--- src/rtl/cardwin_pkg.sv ---
package cardwin_pkg;

  localparam int SEL_W = 3;

  typedef enum logic [2:0] {
    RG_COMMON = 3'd0,
    RG_ATTR   = 3'd1,
    RG_IO     = 3'd2,
    RG_REGS   = 3'd3,
    RG_PAGE   = 3'd4
  } region_t;

  typedef struct packed {
    logic ce_lo;
    logic ce_hi;
    logic reg_sel;
    logic mem_rd;
    logic mem_wr;
    logic io_rd;
    logic io_wr;
    logic io_drv_en;
    logic buf_en;
    logic buf_dir;
    logic page_load;
  } strobe_t;

  localparam int STROBE_W = $bits(strobe_t);

endpackage

--- src/rtl/cardwin_region_dec.sv ---
module cardwin_region_dec
  import cardwin_pkg::*;
(
  input  logic [SEL_W-1:0] win_sel,
  output region_t          region
);
  always_comb begin
    if (!win_sel[SEL_W-1]) begin
      region = RG_COMMON;
    end else begin
      case (win_sel[SEL_W-2:0])
        2'b00:   region = RG_ATTR;
        2'b01:   region = RG_IO;
        2'b10:   region = RG_REGS;
        default: region = RG_PAGE;
      endcase
    end
  end
endmodule

--- src/rtl/cardwin_strobe_gen.sv ---
module cardwin_strobe_gen
  import cardwin_pkg::*;
(
  input  region_t region,
  input  logic    host_cs,
  input  logic    host_oe,
  input  logic    host_we,
  input  logic    card_wp,
  input  logic    io_mode,
  input  logic    byte_mode,
  output strobe_t strobes
);
  logic in_common, in_attr, in_io, in_page, card_rg;

  always_comb begin
    in_common = (region == RG_COMMON);
    in_attr   = (region == RG_ATTR);
    in_io     = (region == RG_IO);
    in_page   = (region == RG_PAGE);
    card_rg   = in_common | in_attr | in_io;

    strobes.ce_lo     = host_cs & card_rg;
    strobes.ce_hi     = host_cs & (in_common | in_io) & ~byte_mode;
    strobes.reg_sel   = host_cs & (in_attr | in_io);
    strobes.mem_rd    = host_cs & host_oe & ~in_io;
    strobes.mem_wr    = host_cs & host_we & ~card_wp & ~in_io;
    strobes.io_rd     = host_cs & host_oe & in_io;
    strobes.io_wr     = host_cs & host_we & in_io;
    strobes.io_drv_en = io_mode;
    strobes.buf_en    = host_cs & (host_oe | host_we) & card_rg;
    strobes.buf_dir   = host_oe;
    strobes.page_load = host_cs & host_we & in_page;
  end
endmodule

--- src/rtl/cardwin_pipe.sv ---
module cardwin_pipe #(
  parameter int W = 8
) (
  input  logic         clk,
  input  logic         rst,
  input  logic [W-1:0] d,
  output logic [W-1:0] q
);
  always_ff @(posedge clk) begin
    if (rst) q <= '0;
    else     q <= d;
  end
endmodule

--- src/rtl/cardwin_decoder.sv ---
module cardwin_decoder
  import cardwin_pkg::*;
(
  input  logic             clk,
  input  logic             rst,
  input  logic [SEL_W-1:0] win_sel,
  input  logic             host_cs,
  input  logic             host_oe,
  input  logic             host_we,
  input  logic             card_wp,
  input  logic             io_mode,
  input  logic             byte_mode,
  output logic             ce_lo,
  output logic             ce_hi,
  output logic             reg_sel,
  output logic             mem_rd,
  output logic             mem_wr,
  output logic             io_rd,
  output logic             io_wr,
  output logic             io_drv_en,
  output logic             buf_en,
  output logic             buf_dir,
  output logic             page_load
);
  region_t region;
  strobe_t next_s, cur_s;

  cardwin_region_dec u_dec (
    .win_sel (win_sel),
    .region  (region)
  );

  cardwin_strobe_gen u_gen (
    .region    (region),
    .host_cs   (host_cs),
    .host_oe   (host_oe),
    .host_we   (host_we),
    .card_wp   (card_wp),
    .io_mode   (io_mode),
    .byte_mode (byte_mode),
    .strobes   (next_s)
  );

  cardwin_pipe #(.W(STROBE_W)) u_pipe (
    .clk (clk),
    .rst (rst),
    .d   (next_s),
    .q   (cur_s)
  );

  assign ce_lo     = cur_s.ce_lo;
  assign ce_hi     = cur_s.ce_hi;
  assign reg_sel   = cur_s.reg_sel;
  assign mem_rd    = cur_s.mem_rd;
  assign mem_wr    = cur_s.mem_wr;
  assign io_rd     = cur_s.io_rd;
  assign io_wr     = cur_s.io_wr;
  assign io_drv_en = cur_s.io_drv_en;
  assign buf_en    = cur_s.buf_en;
  assign buf_dir   = cur_s.buf_dir;
  assign page_load = cur_s.page_load;


  cs_idle_quiet_chk: assert property (@(posedge clk) disable iff (rst)
    !host_cs |=> !(ce_lo || ce_hi || reg_sel || mem_rd || mem_wr ||
                   io_rd || io_wr || buf_en || page_load));


  attr_no_hi_chk: assert property (@(posedge clk) disable iff (rst)
    (win_sel == 3'b100) |=> !ce_hi);


  wp_blocks_write_chk: assert property (@(posedge clk) disable iff (rst)
    card_wp |=> !mem_wr);


  io_excl_mem_chk: assert property (@(posedge clk) disable iff (rst)
    (io_rd || io_wr) |-> !(mem_rd || mem_wr));


  io_drv_follow_chk: assert property (@(posedge clk) disable iff (rst)
    io_mode |=> io_drv_en);


  page_load_chk: assert property (@(posedge clk) disable iff (rst)
    (host_cs && host_we && win_sel == 3'b111) |=> page_load);


  page_read_float_chk: assert property (@(posedge clk) disable iff (rst)
    (win_sel[2:1] == 2'b11) |=> !buf_en);
endmodule

--- config.mk ---
export PLATFORM = sky130hd
export DESIGN_NAME = cardwin_decoder
export DESIGN_NICKNAME = d
export VERILOG_FILES = /design/src/rtl/cardwin_pkg.sv /design/src/rtl/cardwin_region_dec.sv /design/src/rtl/cardwin_strobe_gen.sv /design/src/rtl/cardwin_pipe.sv /design/src/rtl/cardwin_decoder.sv
export SDC_FILE = /design/constraint.sdc
export NUM_CORES = 1
export LEC_CHECK = 0
export ABC_AREA = 1
export BUFFER_PORTS_ARGS = -buffer_cell sky130_fd_sc_hd__buf_2
export CAP_MARGIN = 20
export CORE_AREA = 2 2 39 41
export CTS_CLUSTER_DIAMETER = 40
export DETAILED_ROUTE_END_ITERATION = 12
export DIE_AREA = 0 0 41 43
export SLEW_MARGIN = 20
export SYNTH_ARGS = -nofsm -noshare
export SYNTH_HDL_FRONTEND = slang
export SYNTH_SLANG_ARGS = --single-unit
--- constraint.sdc ---
create_clock -name clk -period 2.3 [get_ports clk]
set_input_delay 0.23 -clock clk [delete_from_list [all_inputs] [get_ports clk]]
set_output_delay 0.23 -clock clk [all_outputs]
set_load 0.005 [all_outputs]
==> impl_metrics.py, run 1 <==
metrics = {
    "layout": {
        "largestRegisters": "u_pipe.q: 11 flops",
        "antenna_cells": 0,
        "largest_register": "u_pipe.q",
        "drive_gt1_share_pct": 38.6,
        "nNetsFinal": 83,
        "area_growth_pct": 39.4,
        "final_util_pct": 38.7,
        "layout_common_cells": "buf_2 (21), nor2_1 (11), dfxtp_1 (11), inv_1 (7), nand2_1 (5)",
        "largest_reg_flops": 11,
        "final_cell_area_um2": 536,
        "final_common_cell": "buf_2",
    },
    "synth": {
        "synth_top_area_share_pct": 57.3,
        "ys_ff_latch": 11,
        "yosys-top-cells-area": "dfxtp_1 (57%), nor2_1 (11%), inv_1 (6.8%)",
        "avgSynthCellArea_um2": 8.54,
        "syn_area_um2": 384,
        "yosys.area_share.simple_pct": 30.3,
        "syn_nets": 57,
        "synth_seq_area_share_pct": 57.3,
        "synth-xor-area-share_pct": 0,
        "synthCells": 45,
        "synth_cell_type_count": 14,
        "synth_area_leader_cell": "dfxtp_1",
        "synthMuxAreaShare_pct": 0,
        "synth_top_family_by_area": "simple AND/OR/NAND/NOR gates",
        "synth_compound_area_share_pct": 1.30,
        "ys_warn_count": 0,
        "synthAdderAreaFrac_pct": 3.26,
    },
    "timing": {
        "period_minus_slack_ns": 0.906,
        "fin_tns_setup_ns": 0,
        "slew_headroom_pct": 89.7,
        "worst_slew_pin_slew_ns": 0.154,
        "rsz0062_at_grt": "no",
        "finalCritPeriodShare_pct": 39.4,
        "fmax_ghz": 1.10,
        "layout_setup_ws_ns": 1.39,
        "finalSetupViolCount": 0,
        "final-hold-violation-count": 0,
        "slew_viol_final": 0,
    },
    "critical_path": {
        "worstPathCellList": "buf_2",
        "critPathMaxFanout": 1,
        "crit_family": "flip-flops",
        "max_stage_delay_ns": 0.30,
        "cp.required_ns": 2.07,
        "critPathBufInv": 1,
        "worst_setup_path_start_kind": "flop",
        "cp-end-kind": "output pin",
        "critical_path_class": "flop to output pin",
        "cpMaxStageDelayCell": "dfxtp_1",
        "arrival_ns": 0.68,
    },
    "grt": {
        "antenna_found_initial": 0,
        "grt_first_pass_wirelength_um": 952,
        "track_usage_pct": 7.85,
        "grt_max_degree": 7,
        "grt_pass1_vias": 264,
        "grt_overflow": 0,
    },
    "place": {
        "gp_congestion": 0.624,
        "io_buffers": 21,
        "dp_hpwl_um": 560,
        "placed_area_um2": 509,
        "pre_cts_ws_ns": 1.16,
    },
    "power": {
        "power_leakage_uw": 0.000298,
        "p_total_uw": 365,
        "powerDensity_mw_per_mm2": 681,
        "peakVddDrop_uv": 245,
    },
    "job": {
        "drv_cap": 0,
    },
    "clock_network": {
        "cts_tree": "yes",
        "ctsResizeCount": 0,
        "clk_pin_slew_ns": 0.07,
        "cts_sinks": 11,
        "postCtsSetupBuffers": 0,
        "cts_hold_buf": 0,
        "htreeDepth": 1,
        "clockBufferDepth": 2,
        "numCtsBuffers": 3,
        "cts_root_buf": "clkbuf_4",
    },
    "route": {
        "routed_via_density": 3.90,
        "wirelength_um": 680,
        "avgRoutedWirePerCell_um": 7.91,
        "antenna_left": 0,
        "vias": 335,
        "drt-pass1-iter-count": 4,
        "drt_iter0_markers": 4,
        "drc": 0,
    },
    "floorplan": {
        "die_w_um": 41,
        "core-area_mm2": 0.00138,
        "fp.dieArea_mm2": 0.00176,
        "num_io_pins": 22,
        "initial_core_util_pct": 27.8,
        "rows": 14,
        "die_y_um": 43,
    },
    "hold_path": {
        "min_path_type": "input port to flop",
    },
    "run_status": {
        "outcome": "completed",
    },
}
logic make-up (layout without fill, tap and decap cells):
group	count (synthesis)	in the layout
fa+ha+maj	1	1
simple gates	24	24
flops	11	11
buf+inv	8	33
compound gates	1	1
layer usage:
layer	up-vias	routed length, um	track usage [%]
li1	187	-	-
met5	-	0	0
met1	128	328	10.4
met3	0	94	1.57
met4	0	0	6.00
met2	20	257	10.6
metrics by stage:
stage | std cells | hold slack [ns]
floorplan | 45 | 0.301
global route | 86 | 0.114
global placement | 82 | 0.399
CTS | 86 | 0.122
finish | 86 | 0.125
detailed placement | 82 | 0.404
Yosys cell counts, drive strengths merged:
cell and instances:
nand3b 1, inv 7, nand4 1, nand3 3, nor2 12, dfxtp 11, nand2 6, clkinv 1
nor3 1, a21oi 1, ha 1
final timing paths:
check              startpoint                endpoint  slack, ns  cells past startpoint
max    u_pipe.q[0]$_SDFF_PP0_               page_load       1.39                      1
min                 byte_mode  u_pipe.q[9]$_SDFF_PP0_       0.13                      2
cell type report:
class | count | area, um^2
well taps | 16 | 20.0
repair buffers | 21 | 105
flip-flops and latches | 11 | 220
inverters | 8 | 30.0
clock buffers | 4 | 26.3
multi-input cells | 26 | 134
fillers | 167 | 848
where the power goes:
part	leakage [uW]	switching [uW]	internal (uW)	total [uW]
sequential	0.0000900	1.31	198	199
combinational	0.000193	22.3	18.8	41.0
clock	0.0000150	58.1	67.0	125
total	0.000298	81.7	283	365
Note: power is estimated with default switching activity, not from simulation.
==> run 2: changes to the inputs <==
Clock period 2.3 ns to 0.8 ns, I/O delays scaled along.
==> impl_metrics.py, run 2 (synthesized netlist as in run 1, its figures left out) <==
metrics = {
    "timing": {
        "period_minus_slack_ns": 0.762,
        "holdWs_ns": 0.0182,
        "rsz0062_at_grt": "no",
        "worst_slew_pin_slew_ns": 0.162,
        "fmax_ghz": 1.31,
        "finalSetupViolCount": 0,
        "final-hold-violation-count": 0,
        "finalCritPeriodShare_pct": 95.3,
        "slew_viol_final": 0,
        "slew_headroom_pct": 89.2,
    },
    "clock_network": {
        "clockBufferDepth": 2,
        "cts_sinks": 11,
        "cts_root_buf": "clkbuf_4",
        "clk_pin_slew_ns": 0.07,
        "postCtsSetupBuffers": 0,
        "numCtsBuffers": 3,
        "cts_tree": "yes",
        "htreeDepth": 1,
    },
    "floorplan": {
        "num_io_pins": 22,
        "fp.dieArea_mm2": 0.00176,
        "core-area_mm2": 0.00138,
        "die_y_um": 43,
        "rows": 14,
        "die_w_um": 41,
        "initial_core_util_pct": 27.8,
    },
    "place": {
        "dp_hpwl_um": 557,
        "placed_area_um2": 517,
        "gp_congestion": 0.647,
        "dpl.cell_count": 83,
        "io_buffers": 21,
    },
    "layout": {
        "largest_reg_flops": 11,
        "layout_common_cells": "buf_2 (20), nor2_1 (11), dfxtp_1 (10), inv_1 (7), nand2_1 (5)",
        "drive_gt1_share_pct": 40.3,
        "nNetsFinal": 85,
        "antenna_cells": 0,
        "n_fill_cell": 151,
        "final_cell_area_um2": 561,
        "final_common_cell": "buf_2",
        "largest_register": "u_pipe.q",
        "area_growth_pct": 45.9,
        "fin_cells": 88,
        "largestRegisters": "u_pipe.q: 11 flops",
    },
    "critical_path": {
        "arrival_ns": 0.68,
        "critical_path_class": "flop to output pin",
        "crit_family": "flip-flops",
        "worstPathCellList": "buf_6",
        "cp-end-kind": "output pin",
        "critPathMaxFanout": 1,
        "critPathBufInv": 1,
        "cpMaxStageDelayCell": "dfxtp_2",
        "max_stage_delay_ns": 0.32,
        "worst_setup_path_start_kind": "flop",
        "cp.required_ns": 0.72,
    },
    "route": {
        "wirelength_um": 704,
        "vias": 349,
        "antenna_left": 0,
        "drc": 0,
        "drt-pass1-iter-count": 3,
        "avgRoutedWirePerCell_um": 8.00,
        "drt_iter0_markers": 8,
        "routed_via_density": 3.97,
    },
    "power": {
        "power_leakage_uw": 0.000308,
        "powerDensity_mw_per_mm2": 1900,
        "peakVddDrop_uv": 549,
    },
    "grt": {
        "antenna_found_initial": 0,
        "grt_first_pass_wirelength_um": 1020,
        "grt_max_degree": 7,
        "grt_pass1_vias": 285,
        "grt_overflow": 0,
        "track_usage_pct": 8.76,
    },
    "hold_path": {
        "min_path_type": "input port to flop",
    },
    "job": {
        "drv_cap": 0,
    },
    "run_status": {
        "outcome": "completed",
    },
}
## run 2: metal layers
metal | global-route usage, % | wire (um)
met1 | 10.7 | 332
met2 | 11.3 | 271
met3 | 1.57 | 82
met4 | 10.0 | 19
met5 | 0 | 0
## run 2: what timing repair did
action / in CTS / in global routing
setup endpoints to repair: 0 / 1
hold endpoints to repair: 1 / 0
hold buffers: 1 / 0
resized for setup: 0 / 2
## run 2: worst paths after layout
check | start | to | slack (ns) | depth (start not counted)
min | io_mode | u_pipe.q[3]$_SDFF_PP0_ | 0.02 | 3
max | u_pipe.q[7]$_SDFF_PP0_ | mem_rd | 0.04 | 1
## run 2: per-stage QoR
step	TNS, ns	worst slack [ns]	total power, uW	utilization, %
floorplan	0	0.00519	643	-
global route	0	0.00311	1130	40.5
global placement	-0.666	-0.140	705	37.3
detailed placement	-0.780	-0.172	707	37.3
finish	0	0.0377	1070	40.5
CTS	0	0.0339	1080	40.0
## run 2: layout make-up
type                       instances  area [um^2]  area share [%]
inverter                           8         30.0            5.36
tap                               16         20.0            3.57
clock buffer                       4         26.3            4.69
multi-input combinational         26          134            23.9
timing repair buffer              23          129            23.0
sequential                        11          221            39.5
## run 2: power breakdown
part           total [uW]  switching (uW)  leakage (uW)  internal [uW]
Combinational         128            65.4      0.000203           62.7
Clock                 364             172     0.0000150            193
Sequential            573            4.39     0.0000905            568
==> run 3: changes to the inputs <==
Clock period 0.8 ns to 0.97 ns, I/O delays scaled along.
==> impl_metrics.py, run 3 (synthesized netlist as in run 1, its figures left out) <==
metrics = {
    "critical_path": {
        "cpMaxStageDelayCell": "dfxtp_1",
        "critPathMaxFanout": 1,
        "critPathBufInv": 1,
        "worstPathCellList": "buf_2",
        "critical_path_class": "flop to output pin",
        "arrival_ns": 0.67,
        "max_stage_delay_ns": 0.30,
        "worst_setup_path_start_kind": "flop",
        "crit_family": "flip-flops",
        "cp_num_cells": 1,
        "cp.required_ns": 0.87,
        "cp-end-kind": "output pin",
    },
    "place": {
        "dp_hpwl_um": 557,
        "io_buffers": 21,
        "gp_congestion": 0.647,
    },
    "clock_network": {
        "clk_pin_slew_ns": 0.07,
        "clockBufferDepth": 2,
        "cts_tree": "yes",
        "postCtsSetupBuffers": 0,
        "cts_root_buf": "clkbuf_4",
        "numCtsBuffers": 3,
        "cts_sinks": 11,
        "htreeDepth": 1,
    },
    "floorplan": {
        "die_y_um": 43,
        "initial_core_util_pct": 27.8,
        "rows": 14,
        "die_w_um": 41,
        "core-area_mm2": 0.00138,
        "fp.dieArea_mm2": 0.00176,
        "num_io_pins": 22,
    },
    "job": {
        "drv_cap": 0,
    },
    "timing": {
        "period_minus_slack_ns": 0.769,
        "worst_slew_pin_slew_ns": 0.162,
        "fmax_ghz": 1.30,
        "slew_viol_final": 0,
        "finalSetupViolCount": 0,
        "holdWs_ns": 0.0352,
        "finalCritPeriodShare_pct": 79.3,
        "slew_headroom_pct": 89.2,
        "rsz0062_at_grt": "no",
        "final-hold-violation-count": 0,
    },
    "route": {
        "avgRoutedWirePerCell_um": 7.98,
        "vias": 345,
        "drc": 0,
        "routed_via_density": 3.92,
        "wirelength_um": 702,
        "antenna_left": 0,
        "drt_iter0_markers": 6,
        "drt-pass1-iter-count": 2,
    },
    "layout": {
        "final_util_pct": 40.0,
        "area_growth_pct": 44.0,
        "antenna_cells": 0,
        "nNetsFinal": 85,
        "largestRegisters": "u_pipe.q: 11 flops",
        "drive_gt1_share_pct": 38.9,
        "largest_reg_flops": 11,
        "largest_register": "u_pipe.q",
        "final_common_cell": "buf_2",
        "layout_common_cells": "buf_2 (21), nor2_1 (11), dfxtp_1 (11), inv_1 (7), nand2_1 (5)",
    },
    "grt": {
        "antenna_found_initial": 0,
        "grt_first_pass_wirelength_um": 1020,
        "grt_max_degree": 7,
        "track_usage_pct": 8.76,
        "grt_pass1_vias": 285,
        "grt_overflow": 0,
    },
    "power": {
        "power_leakage_uw": 0.000307,
        "peakVddDrop_uv": 452,
        "powerDensity_mw_per_mm2": 1580,
    },
    "hold_path": {
        "holdPathStages": 3,
        "min_path_type": "input port to flop",
    },
    "run_status": {
        "outcome": "completed",
    },
}
-- run 3: changes by cell type in the layout (fill, tap and decap cells not counted) --
cell | before | now
buf_2 | 20 | 21
dfxtp_1 | 10 | 11
buf_6 | 1 | 0
dfxtp_2 | 1 | 0
-- run 3: final cells by class --
| type | instances | area, um^2 |
|---|---|---|
| clock buffer | 4 | 26.3 |
| fill | 152 | 831 |
| inverter | 8 | 30.0 |
| multi-input combinational | 26 | 134 |
| sequential | 11 | 220 |
| tap | 16 | 20.0 |
| timing repair buffer | 23 | 123 |
-- run 3: final timing paths --
check	startpoint	end	slack (ns)
worst max-delay path	u_pipe.q[8]$_SDFF_PP0_	reg_sel	0.20
worst min-delay path	io_mode	u_pipe.q[3]$_SDFF_PP0_	0.04
-- run 3: stage by stage --
stage / std cells / TNS, ns / setup slack (ns) / total power, uW / instance area, um^2
final: 88 / 0 / 0.201 / 876 / 553
after global routing: 88 / 0 / 0.149 / 928 / 553
after floorplan: 45 / 0 / 0.158 / 530 / 384
after detailed placement: 83 / -0.0202 / -0.0194 / 583 / 517
after CTS: 88 / 0 / 0.187 / 891 / 553
after global placement: 83 / 0 / 0.0129 / 582 / 517
-- run 3: power by group --
group	switching, uW	leakage [uW]	internal [uW]
sequential	3.15	0.0000900	468
combinational	53.9	0.000202	49.8
clock	141	0.0000150	159
-- run 3: layer usage --
layer | up-vias | global-route usage (%) | share of wire (%)
met3 | 2 | 1.57 | 11
met4 | 0 | 10.0 | 2.7
met2 | 19 | 11.3 | 37
met5 | - | 0 | 0
li1 | 190 | - | -
met1 | 134 | 10.7 | 49
-- run 3: repair_timing --
| action | 4_1_cts | 5_1_grt |
|---|---|---|
| hold buffers | 1 | 0 |
| gates resized for setup | 0 | 0 |
| endpoints found under the hold margin | 1 | 0 |
-- run 3: worst min-delay path: stages --
cell and delay (ns):
buf_2 0.07, inv_1 0.03, nor2_1 0.06
